**src/rtl/tsw_pkg.sv**
```systemverilog
package tsw_pkg;
    localparam int unsigned COL_W        = 3;
    localparam int unsigned ROW_W        = 3;
    localparam int unsigned IDX_W        = COL_W + ROW_W;
    localparam int unsigned TILE_ENTRIES = 1 << IDX_W;
    localparam int unsigned NBANK        = 2;
    localparam int unsigned BANK_W       = $clog2(NBANK);
    localparam logic [COL_W-1:0] COL_MAX = '1;

    typedef enum logic [1:0] {
        ROT_0   = 2'd0,
        ROT_90  = 2'd1,
        ROT_180 = 2'd2,
        ROT_270 = 2'd3
    } rot_e;

    typedef struct packed {
        rot_e             rot;
        logic             zorder;
        logic [ROW_W-1:0] rows_m1;
    } tile_cfg_t;

    typedef enum logic {
        LD_IDLE = 1'b0,
        LD_FILL = 1'b1
    } ld_state_e;

    typedef enum logic [1:0] {
        RD_IDLE = 2'd0,
        RD_EMIT = 2'd1,
        RD_DONE = 2'd2
    } rd_state_e;
endpackage

```
**src/rtl/tsw_bank.sv**
```systemverilog
module tsw_bank #(
    parameter int unsigned DATA_W = 32,
    parameter int unsigned DEPTH  = 64,
    localparam int unsigned AW    = $clog2(DEPTH)
) (
    input  logic              clk,
    input  logic              we,
    input  logic [AW-1:0]     waddr,
    input  logic [DATA_W-1:0] wdata,
    input  logic [AW-1:0]     raddr,
    output logic [DATA_W-1:0] rdata
);
    logic [DATA_W-1:0] mem [DEPTH];

    always_ff @(posedge clk) begin
        if (we) begin
            mem[waddr] <= wdata;
        end
    end

    assign rdata = mem[raddr];
endmodule

```
**src/rtl/tsw_addr_map.sv**
```systemverilog
module tsw_addr_map
    import tsw_pkg::*;
(
    input  tile_cfg_t        cfg,
    input  logic [IDX_W-1:0] step,
    input  logic [COL_W-1:0] col,
    input  logic [ROW_W-1:0] row,
    output logic [IDX_W-1:0] src,
    output logic [IDX_W-1:0] dst
);
    logic [IDX_W-1:0] last_idx;
    logic [IDX_W-1:0] z_idx;
    logic [ROW_W-1:0] row_rev;
    logic [COL_W-1:0] col_rev;

    assign last_idx = {cfg.rows_m1, COL_MAX};
    assign row_rev  = cfg.rows_m1 - row;
    assign col_rev  = COL_MAX - col;

    // Source entry for the current output step, per rotation.
    always_comb begin
        unique case (cfg.rot)
            ROT_0:   src = step;
            ROT_90:  src = {row_rev, col};
            ROT_180: src = last_idx - step;
            ROT_270: src = {row, col_rev};
            default: src = step;
        endcase
    end

    // Z-order: column bits on even positions, row bits on odd positions.
    for (genvar b = 0; b < COL_W; b++) begin : g_zbits
        assign z_idx[2*b]   = step[b];
        assign z_idx[2*b+1] = step[COL_W+b];
    end

    assign dst = cfg.zorder ? z_idx : step;
endmodule

```
**src/rtl/tsw_loader.sv**
```systemverilog
module tsw_loader
    import tsw_pkg::*;
(
    input  logic              clk,
    input  logic              rst_n,
    input  logic              in_valid,
    input  logic [ROW_W-1:0]  rows_m1,
    input  logic [NBANK-1:0]  bank_full,
    output logic              in_ready,
    output logic              wr_en,
    output logic [BANK_W-1:0] wr_bank,
    output logic [IDX_W-1:0]  wr_addr,
    output logic              cfg_we,
    output logic              tile_loaded
);
    ld_state_e         st_q, st_d;
    logic [IDX_W-1:0]  cnt_q, cnt_d;
    logic [ROW_W-1:0]  rows_q, rows_d;
    logic [BANK_W-1:0] wsel_q, wsel_d;
    logic              accept;
    logic              at_end;

    assign accept = in_valid && !bank_full[wsel_q];
    assign at_end = (st_q == LD_FILL) && (cnt_q == {rows_q, COL_MAX});

    always_ff @(posedge clk) begin
        if (!rst_n) begin
            st_q   <= LD_IDLE;
            cnt_q  <= '0;
            rows_q <= '0;
            wsel_q <= '0;
        end else begin
            st_q   <= st_d;
            cnt_q  <= cnt_d;
            rows_q <= rows_d;
            wsel_q <= wsel_d;
        end
    end

    always_comb begin
        st_d   = st_q;
        cnt_d  = cnt_q;
        rows_d = rows_q;
        wsel_d = wsel_q;
        unique case (st_q)
            LD_IDLE: begin
                if (accept) begin
                    st_d   = LD_FILL;
                    cnt_d  = IDX_W'(1);
                    rows_d = rows_m1;
                end
            end
            LD_FILL: begin
                if (accept) begin
                    if (at_end) begin
                        st_d   = LD_IDLE;
                        cnt_d  = '0;
                        wsel_d = wsel_q + 1'b1;
                    end else begin
                        cnt_d = cnt_q + 1'b1;
                    end
                end
            end
            default: st_d = LD_IDLE;
        endcase
    end

    always_comb begin
        in_ready    = !bank_full[wsel_q];
        wr_en       = accept;
        wr_bank     = wsel_q;
        wr_addr     = cnt_q;
        cfg_we      = accept && (st_q == LD_IDLE);
        tile_loaded = accept && at_end;
    end
endmodule

```
**src/rtl/tsw_reader.sv**
```systemverilog
module tsw_reader
    import tsw_pkg::*;
(
    input  logic              clk,
    input  logic              rst_n,
    input  logic [NBANK-1:0]  bank_full,
    input  tile_cfg_t         bank_cfg,
    input  logic              out_ready,
    output logic              out_valid,
    output logic [IDX_W-1:0]  out_idx,
    output logic              tile_done,
    output logic [BANK_W-1:0] rd_bank,
    output logic [IDX_W-1:0]  rd_src,
    output logic              bank_release
);
    rd_state_e         st_q, st_d;
    logic [IDX_W-1:0]  k_q, k_d;
    logic [COL_W-1:0]  col_q, col_d;
    logic [ROW_W-1:0]  row_q, row_d;
    logic [BANK_W-1:0] rsel_q, rsel_d;
    tile_cfg_t         cfg_q, cfg_d;
    logic              last;
    logic [IDX_W-1:0]  map_src;
    logic [IDX_W-1:0]  map_dst;

    assign last = (k_q == {cfg_q.rows_m1, COL_MAX});

    tsw_addr_map map_i (
        .cfg  (cfg_q),
        .step (k_q),
        .col  (col_q),
        .row  (row_q),
        .src  (map_src),
        .dst  (map_dst)
    );

    always_ff @(posedge clk) begin
        if (!rst_n) begin
            st_q   <= RD_IDLE;
            k_q    <= '0;
            col_q  <= '0;
            row_q  <= '0;
            rsel_q <= '0;
            cfg_q  <= '0;
        end else begin
            st_q   <= st_d;
            k_q    <= k_d;
            col_q  <= col_d;
            row_q  <= row_d;
            rsel_q <= rsel_d;
            cfg_q  <= cfg_d;
        end
    end

    always_comb begin
        st_d   = st_q;
        k_d    = k_q;
        col_d  = col_q;
        row_d  = row_q;
        rsel_d = rsel_q;
        cfg_d  = cfg_q;
        unique case (st_q)
            RD_IDLE: begin
                if (bank_full[rsel_q]) begin
                    st_d  = RD_EMIT;
                    cfg_d = bank_cfg;
                    k_d   = '0;
                    col_d = '0;
                    row_d = '0;
                end
            end
            RD_EMIT: begin
                if (out_ready) begin
                    if (last) begin
                        st_d = RD_DONE;
                    end else begin
                        k_d = k_q + 1'b1;
                        if (row_q == cfg_q.rows_m1) begin
                            row_d = '0;
                            col_d = col_q + 1'b1;
                        end else begin
                            row_d = row_q + 1'b1;
                        end
                    end
                end
            end
            RD_DONE: begin
                st_d   = RD_IDLE;
                rsel_d = rsel_q + 1'b1;
            end
            default: st_d = RD_IDLE;
        endcase
    end

    always_comb begin
        out_valid    = (st_q == RD_EMIT);
        out_idx      = map_dst;
        tile_done    = (st_q == RD_DONE);
        bank_release = (st_q == RD_DONE);
        rd_bank      = rsel_q;
        rd_src       = map_src;
    end
endmodule

```
**src/rtl/tile_rotswz.sv**
```systemverilog
module tile_rotswz
    import tsw_pkg::*;
#(
    parameter int unsigned DATA_W = 32
) (
    input  logic              clk,
    input  logic              rst_n,
    input  logic [1:0]        cfg_rot,
    input  logic              cfg_zorder,
    input  logic [2:0]        cfg_rows_m1,
    input  logic              in_valid,
    input  logic [DATA_W-1:0] in_data,
    output logic              in_ready,
    output logic              out_valid,
    input  logic              out_ready,
    output logic [DATA_W-1:0] out_data,
    output logic [5:0]        out_idx,
    output logic              tile_done
);
    tile_cfg_t         cfg_in;
    tile_cfg_t         bank_cfg_q [NBANK];
    logic [NBANK-1:0]  bank_full_q, bank_full_d;
    logic              wr_en;
    logic [BANK_W-1:0] wr_bank;
    logic [IDX_W-1:0]  wr_addr;
    logic              cfg_we;
    logic              tile_loaded;
    logic [BANK_W-1:0] rd_bank;
    logic [IDX_W-1:0]  rd_src;
    logic              bank_release;
    logic [DATA_W-1:0] bank_rdata [NBANK];

    assign cfg_in = '{rot: rot_e'(cfg_rot), zorder: cfg_zorder, rows_m1: cfg_rows_m1};

    tsw_loader loader_i (
        .clk         (clk),
        .rst_n       (rst_n),
        .in_valid    (in_valid),
        .rows_m1     (cfg_rows_m1),
        .bank_full   (bank_full_q),
        .in_ready    (in_ready),
        .wr_en       (wr_en),
        .wr_bank     (wr_bank),
        .wr_addr     (wr_addr),
        .cfg_we      (cfg_we),
        .tile_loaded (tile_loaded)
    );

    for (genvar b = 0; b < NBANK; b++) begin : g_bank
        tsw_bank #(
            .DATA_W (DATA_W),
            .DEPTH  (TILE_ENTRIES)
        ) bank_i (
            .clk   (clk),
            .we    (wr_en && (wr_bank == BANK_W'(b))),
            .waddr (wr_addr),
            .wdata (in_data),
            .raddr (rd_src),
            .rdata (bank_rdata[b])
        );
    end

    tsw_reader reader_i (
        .clk          (clk),
        .rst_n        (rst_n),
        .bank_full    (bank_full_q),
        .bank_cfg     (bank_cfg_q[rd_bank]),
        .out_ready    (out_ready),
        .out_valid    (out_valid),
        .out_idx      (out_idx),
        .tile_done    (tile_done),
        .rd_bank      (rd_bank),
        .rd_src       (rd_src),
        .bank_release (bank_release)
    );

    always_comb begin
        bank_full_d = bank_full_q;
        if (tile_loaded) begin
            bank_full_d[wr_bank] = 1'b1;
        end
        if (bank_release) begin
            bank_full_d[rd_bank] = 1'b0;
        end
    end

    always_ff @(posedge clk) begin
        if (!rst_n) begin
            bank_full_q <= '0;
            for (int i = 0; i < NBANK; i++) begin
                bank_cfg_q[i] <= '0;
            end
        end else begin
            bank_full_q <= bank_full_d;
            if (cfg_we) begin
                bank_cfg_q[wr_bank] <= cfg_in;
            end
        end
    end

    assign out_data = bank_rdata[rd_bank];
endmodule

```
**config.mk**
```make
export PLATFORM = sky130hd
export DESIGN_NAME = tile_rotswz
export DESIGN_NICKNAME = d
export VERILOG_FILES = /design/src/rtl/tsw_pkg.sv /design/src/rtl/tsw_bank.sv /design/src/rtl/tsw_addr_map.sv /design/src/rtl/tsw_loader.sv /design/src/rtl/tsw_reader.sv /design/src/rtl/tile_rotswz.sv
export SDC_FILE = /design/constraint.sdc
export NUM_CORES = 2
export LEC_CHECK = 0
export BUFFER_PORTS_ARGS = -buffer_cell sky130_fd_sc_hd__buf_2
export CORE_ASPECT_RATIO = 0.75
export CORE_MARGIN = 5
export CORE_UTILIZATION = 40
export DETAILED_ROUTE_END_ITERATION = 10
export PLACE_DENSITY = 0.54
export SYNTH_ARGS = -nofsm -noshare
export SYNTH_HDL_FRONTEND = slang
export SYNTH_MEMORY_MAX_BITS = 65536
export SYNTH_SLANG_ARGS = --single-unit
export TNS_END_PERCENT = 30
```
**constraint.sdc**
```tcl
create_clock -name clk -period 3.6 [get_ports clk]
set_input_delay 0.36 -clock clk [delete_from_list [all_inputs] [get_ports clk]]
set_output_delay 0.36 -clock clk [all_outputs]
set_load 0.05 [all_outputs]
```
==> results.py <==
metrics = {
    "run_status": {
        "outcome": "finished, violations left",
        "violations": "setup timing",
    },
    "synth": {
        "yosys.area.top_type_share": 0.776,
        "synth.distinct_cells": 79,
        "synth_nets": 9089,
        "synth_area_leaders": "edfxtp_1 (78%), mux4_2 (5.7%), nand2_1 (2.6%)",
        "async_reset_ff_frac": 0,
        "synth-adder-area-share": 0.000882,
        "yosysTopAreaCell": "edfxtp_1",
        "synth-compound-area-share": 0.0754,
        "synth-simple-area-share": 0.0521,
        "avgSynthCellArea_um2": 17.6,
        "synth_warnings": 0,
        "synth_edf_count": 4108,
        "synth_top_family_by_area": "compound AO/OA/AOI/OAI gates",
        "syn_inst": 9037,
        "synth_xor_area_frac": 0.00142,
        "seq_area_frac_synth": 0.781,
        "synth-seq-cells": 4142,
        "synth.area.mux_share": 0.0731,
        "synthFlopType": "edfxtp_1",
        "synth_area_mm2": 0.159,
    },
    "worst_setup_path": {
        "required_ps": 3240,
        "r2r_start": "loader_i.wr_addr[2]$_SDFFE_PN0P_",
        "crit_path_top_delay_cell": "a211oi_1",
        "crit_path_max_fanout": 15,
        "slowest_delay_ps": 830,
        "worstPathArrival_ps": 5020,
        "path_class": "flip-flop to primary output",
        "end_kind": "primary output",
        "crit_start": "reader_i.cfg_q[4]$_SDFFE_PN0P_",
        "crit_path_cell_trace": "buf_12, buf_4, buf_4, mux4_4, buf_4, buf_12, buf_12, buf_4, a21oi_1, a31oi_1, a211oi_1, or4_4, buf_12",
        "critPathBufInv": 8,
        "critPathTopFamily": "buffers and inverters",
        "start_kind": "flip-flop",
    },
    "timing": {
        "worstMarginPinSlew_ps": 1320,
        "relSlewSlack": 0.117,
        "hold_slack_ps": 67.5,
        "hold_viol": 0,
        "fin_ws_ps": -1780,
        "fin_crit_ps": 5380,
        "skew_ps": 79.2,
        "rsz0062_at_grt": "yes",
        "drv_slew": 0,
        "finalSetupViolations": 32,
        "fin_crit_sh": 1.49,
        "fmax_mhz": 186,
    },
    "detailed_routing": {
        "drc_errors": 0,
        "antenna_left": 0,
        "wirelength_um": 554000,
        "drt-wirelength-per-cell_um": 34.8,
        "drt_iter0_drc": 15600,
        "via_per_inst": 6.14,
        "drtPass1Iterations": 9,
        "dr_total_vias": 97700,
    },
    "hold_path": {
        "min_from": "in_data[26]",
        "min_path_type": "input port to flip-flop",
    },
    "placement": {
        "port_buffers": 82,
        "dpl_cell_area_mm2": 0.178,
        "dpl.hpwl_um": 356000,
        "gp_congestion": 0.922,
    },
    "cts": {
        "numCtsBuffers": 398,
        "cts.sinks": 4142,
        "clk_pin_slew_ps": 70,
        "clk_latency_ps": 970,
        "cts_max_path_buffers": 4,
        "root_buffer": "clkbuf_16",
        "cts_max_level": 5,
        "cts_tree": "done",
    },
    "grt": {
        "first_global_vias": 93200,
        "grt.total_usage": 0.265,
        "grt_pass1_wl_um": 762000,
        "grt_max_degree": 129,
        "grt_overflow": 0,
        "antenna_found_initial": 49,
    },
    "die": {
        "start_util": 0.401,
        "fp-row-count": 200,
        "core_mm2": 0.396,
        "die_h_um": 556,
        "dieWidth_um": 738,
        "die_area_mm2": 0.410,
        "ios": 83,
    },
    "finish": {
        "area_growth_pct": 21.9,
        "nFillCells": 32700,
        "drive_gt1_frac": 0.264,
        "design_area_mm2": 0.194,
        "fin_nets": 10400,
    },
    "flow_run": {
        "drv_cap": 0,
    },
    "power_and_ir_drop": {
        "peakVddDrop_uv": 441,
        "p_leak_nw": 63.8,
        "powerDensity_mw_per_mm2": 501,
    },
}
==> sequential cells by signal (all words and copies together), names as in the netlist <==
register	count
reader_i.cfg_q	6
loader_i.wr_addr	6
loader_i.wr_bank	1
bank_cfg_q	12
reader_i.k_q	6
reader_i.row_q	3
g_bank.bank_i.mem	4096
loader_i.rows_q	3
reader_i.rd_bank	1
reader_i.st_q	2
reader_i.col_q	3
loader_i.st_q	1
bank_full_q	2
==> final timing paths <==
path / end / slack (ps) / cells after the start
setup / recovery: out_data[27] / -1780 / 13
hold / removal: g_bank[0].bank_i.mem[29][26]$_DFFE_PP_ / 70 / 1
setup reg to reg: g_bank[0].bank_i.mem[14][4]$_DFFE_PP_ / 610 / 6
hold reg to reg: loader_i.rows_q[1]$_SDFFE_PN0P_ / 520 / 2
==> worst register-to-register path, cell delays in order, from the launching register on <==
cell      delay (ps)
dfxtp_1          630
nand3b_1         190
inv_1             80
nand2_1          570
buf_4            430
nor2_4           100
buf_4            520
==> cell usage in the layout (no fill, tap or decap), types with 27 or more instances in the layout <==
| cell type | Yosys | final |
|---|---|---|
| edfxtp_1 | 4108 | 4108 |
| nand2_1 | 1110 | 1100 |
| buf_4 | 20 | 1043 |
| clkbuf_16 | 0 | 408 |
| mux4_2 | 399 | 395 |
| o21ai_0 | 331 | 293 |
| buf_12 | 0 | 289 |
| mux2i_1 | 252 | 247 |
| a21oi_1 | 240 | 217 |
| a22oi_1 | 214 | 213 |
| nand3_1 | 220 | 213 |
| nand4_1 | 147 | 147 |
| nor2_4 | 0 | 141 |
| a32oi_1 | 121 | 120 |
| nor2_1 | 273 | 119 |
| a222oi_1 | 102 | 102 |
| clkinv_1 | 0 | 89 |
| a31oi_1 | 93 | 84 |
| buf_6 | 5 | 80 |
| clkbuf_1 | 274 | 78 |
| a22o_1 | 74 | 74 |
| a221oi_1 | 82 | 73 |
| clkinv_2 | 0 | 71 |
| bufinv_16 | 0 | 45 |
| o221ai_1 | 54 | 39 |
| o21ai_1 | 20 | 38 |
| o22ai_1 | 40 | 36 |
| a41oi_1 | 32 | 31 |
| dfxtp_1 | 34 | 31 |
| a41o_1 | 30 | 30 |
| nor3_1 | 41 | 27 |
| and3_1 | 31 | 27 |
==> cells by family (layout without fill, tap and decap cells) <==
group,count (synthesis),count (layout)
AO/OA/AOI/OAI,1672,1672
buffers and inverters,615,2223
XOR/XNOR,24,24
adder cells (fa/ha/maj),10,10
flip-flops,4142,4142
AND/OR/NAND/NOR,1915,1916
multiplexers,659,659
other,0,22
==> through the flow <==
step	cells	setup slack [ps]	power (W)	TNS [ps]	utilization
2_1_floorplan	9037	-66.7	0.0543	-663	-
3_3_place_gp	15100	-1620	0.0557	-32980	0.449
3_5_place_dp	15100	-1440	0.0558	-31230	0.449
4_1_cts	15900	-1790	0.0974	-53200	0.487
5_1_grt	15900	-1850	0.0996	-54870	0.489
6_report	15900	-1780	0.0970	-51960	0.489
==> layer usage <==
layer | up-vias | GRT usage | part of all wire
met5 | - | 0 | 0.00014
met4 | 12 | 0.0817 | 0.036
met1 | 51200 | 0.401 | 0.42
met3 | 880 | 0.0697 | 0.13
li1 | 39400 | - | -
met2 | 6290 | 0.372 | 0.42
==> final cells by class <==
type	instances	area, µm²	area share
well taps	5252	6570	0.0339
multi-input cells	4281	34800	0.179
inverters	25	96.3	0.000497
flip-flops and latches	4142	124000	0.640
clock buffers	481	10400	0.0536
repair buffers	1479	15400	0.0794
clock inverters	238	2480	0.0128
diodes	22	55.1	0.000284
==> cells in the mapped netlist (41+ instances only) <==
library cell,instances
edfxtp_1,4108
nand2_1,1110
mux4_2,399
o21ai_0,331
clkbuf_1,274
nor2_1,273
mux2i_1,252
a21oi_1,240
nand3_1,220
a22oi_1,214
buf_2,181
nand4_1,147
a32oi_1,121
buf_1,110
a222oi_1,102
a31oi_1,93
a221oi_1,82
a22o_1,74
o221ai_1,54
nor3_1,41
==> report_power, final <==
group / switching (W) / leakage (nW) / internal (W)
Clock: 0.0184 / 6.27 / 0.0238
Sequential: 0.0000208 / 37.2 / 0.0530
Combinational: 0.00142 / 20.3 / 0.000329
Total: 0.0198 / 63.8 / 0.0772
==> timing repair <==
action,in CTS,in global routing
setup endpoints to repair,32,32
hold buffers,22,0
hold endpoints to repair,269,0
gates resized for setup,351,114
gates cloned,3,3
pin swaps,60,45
setup buffers,55,33
(Power assumes the default switching activity.)
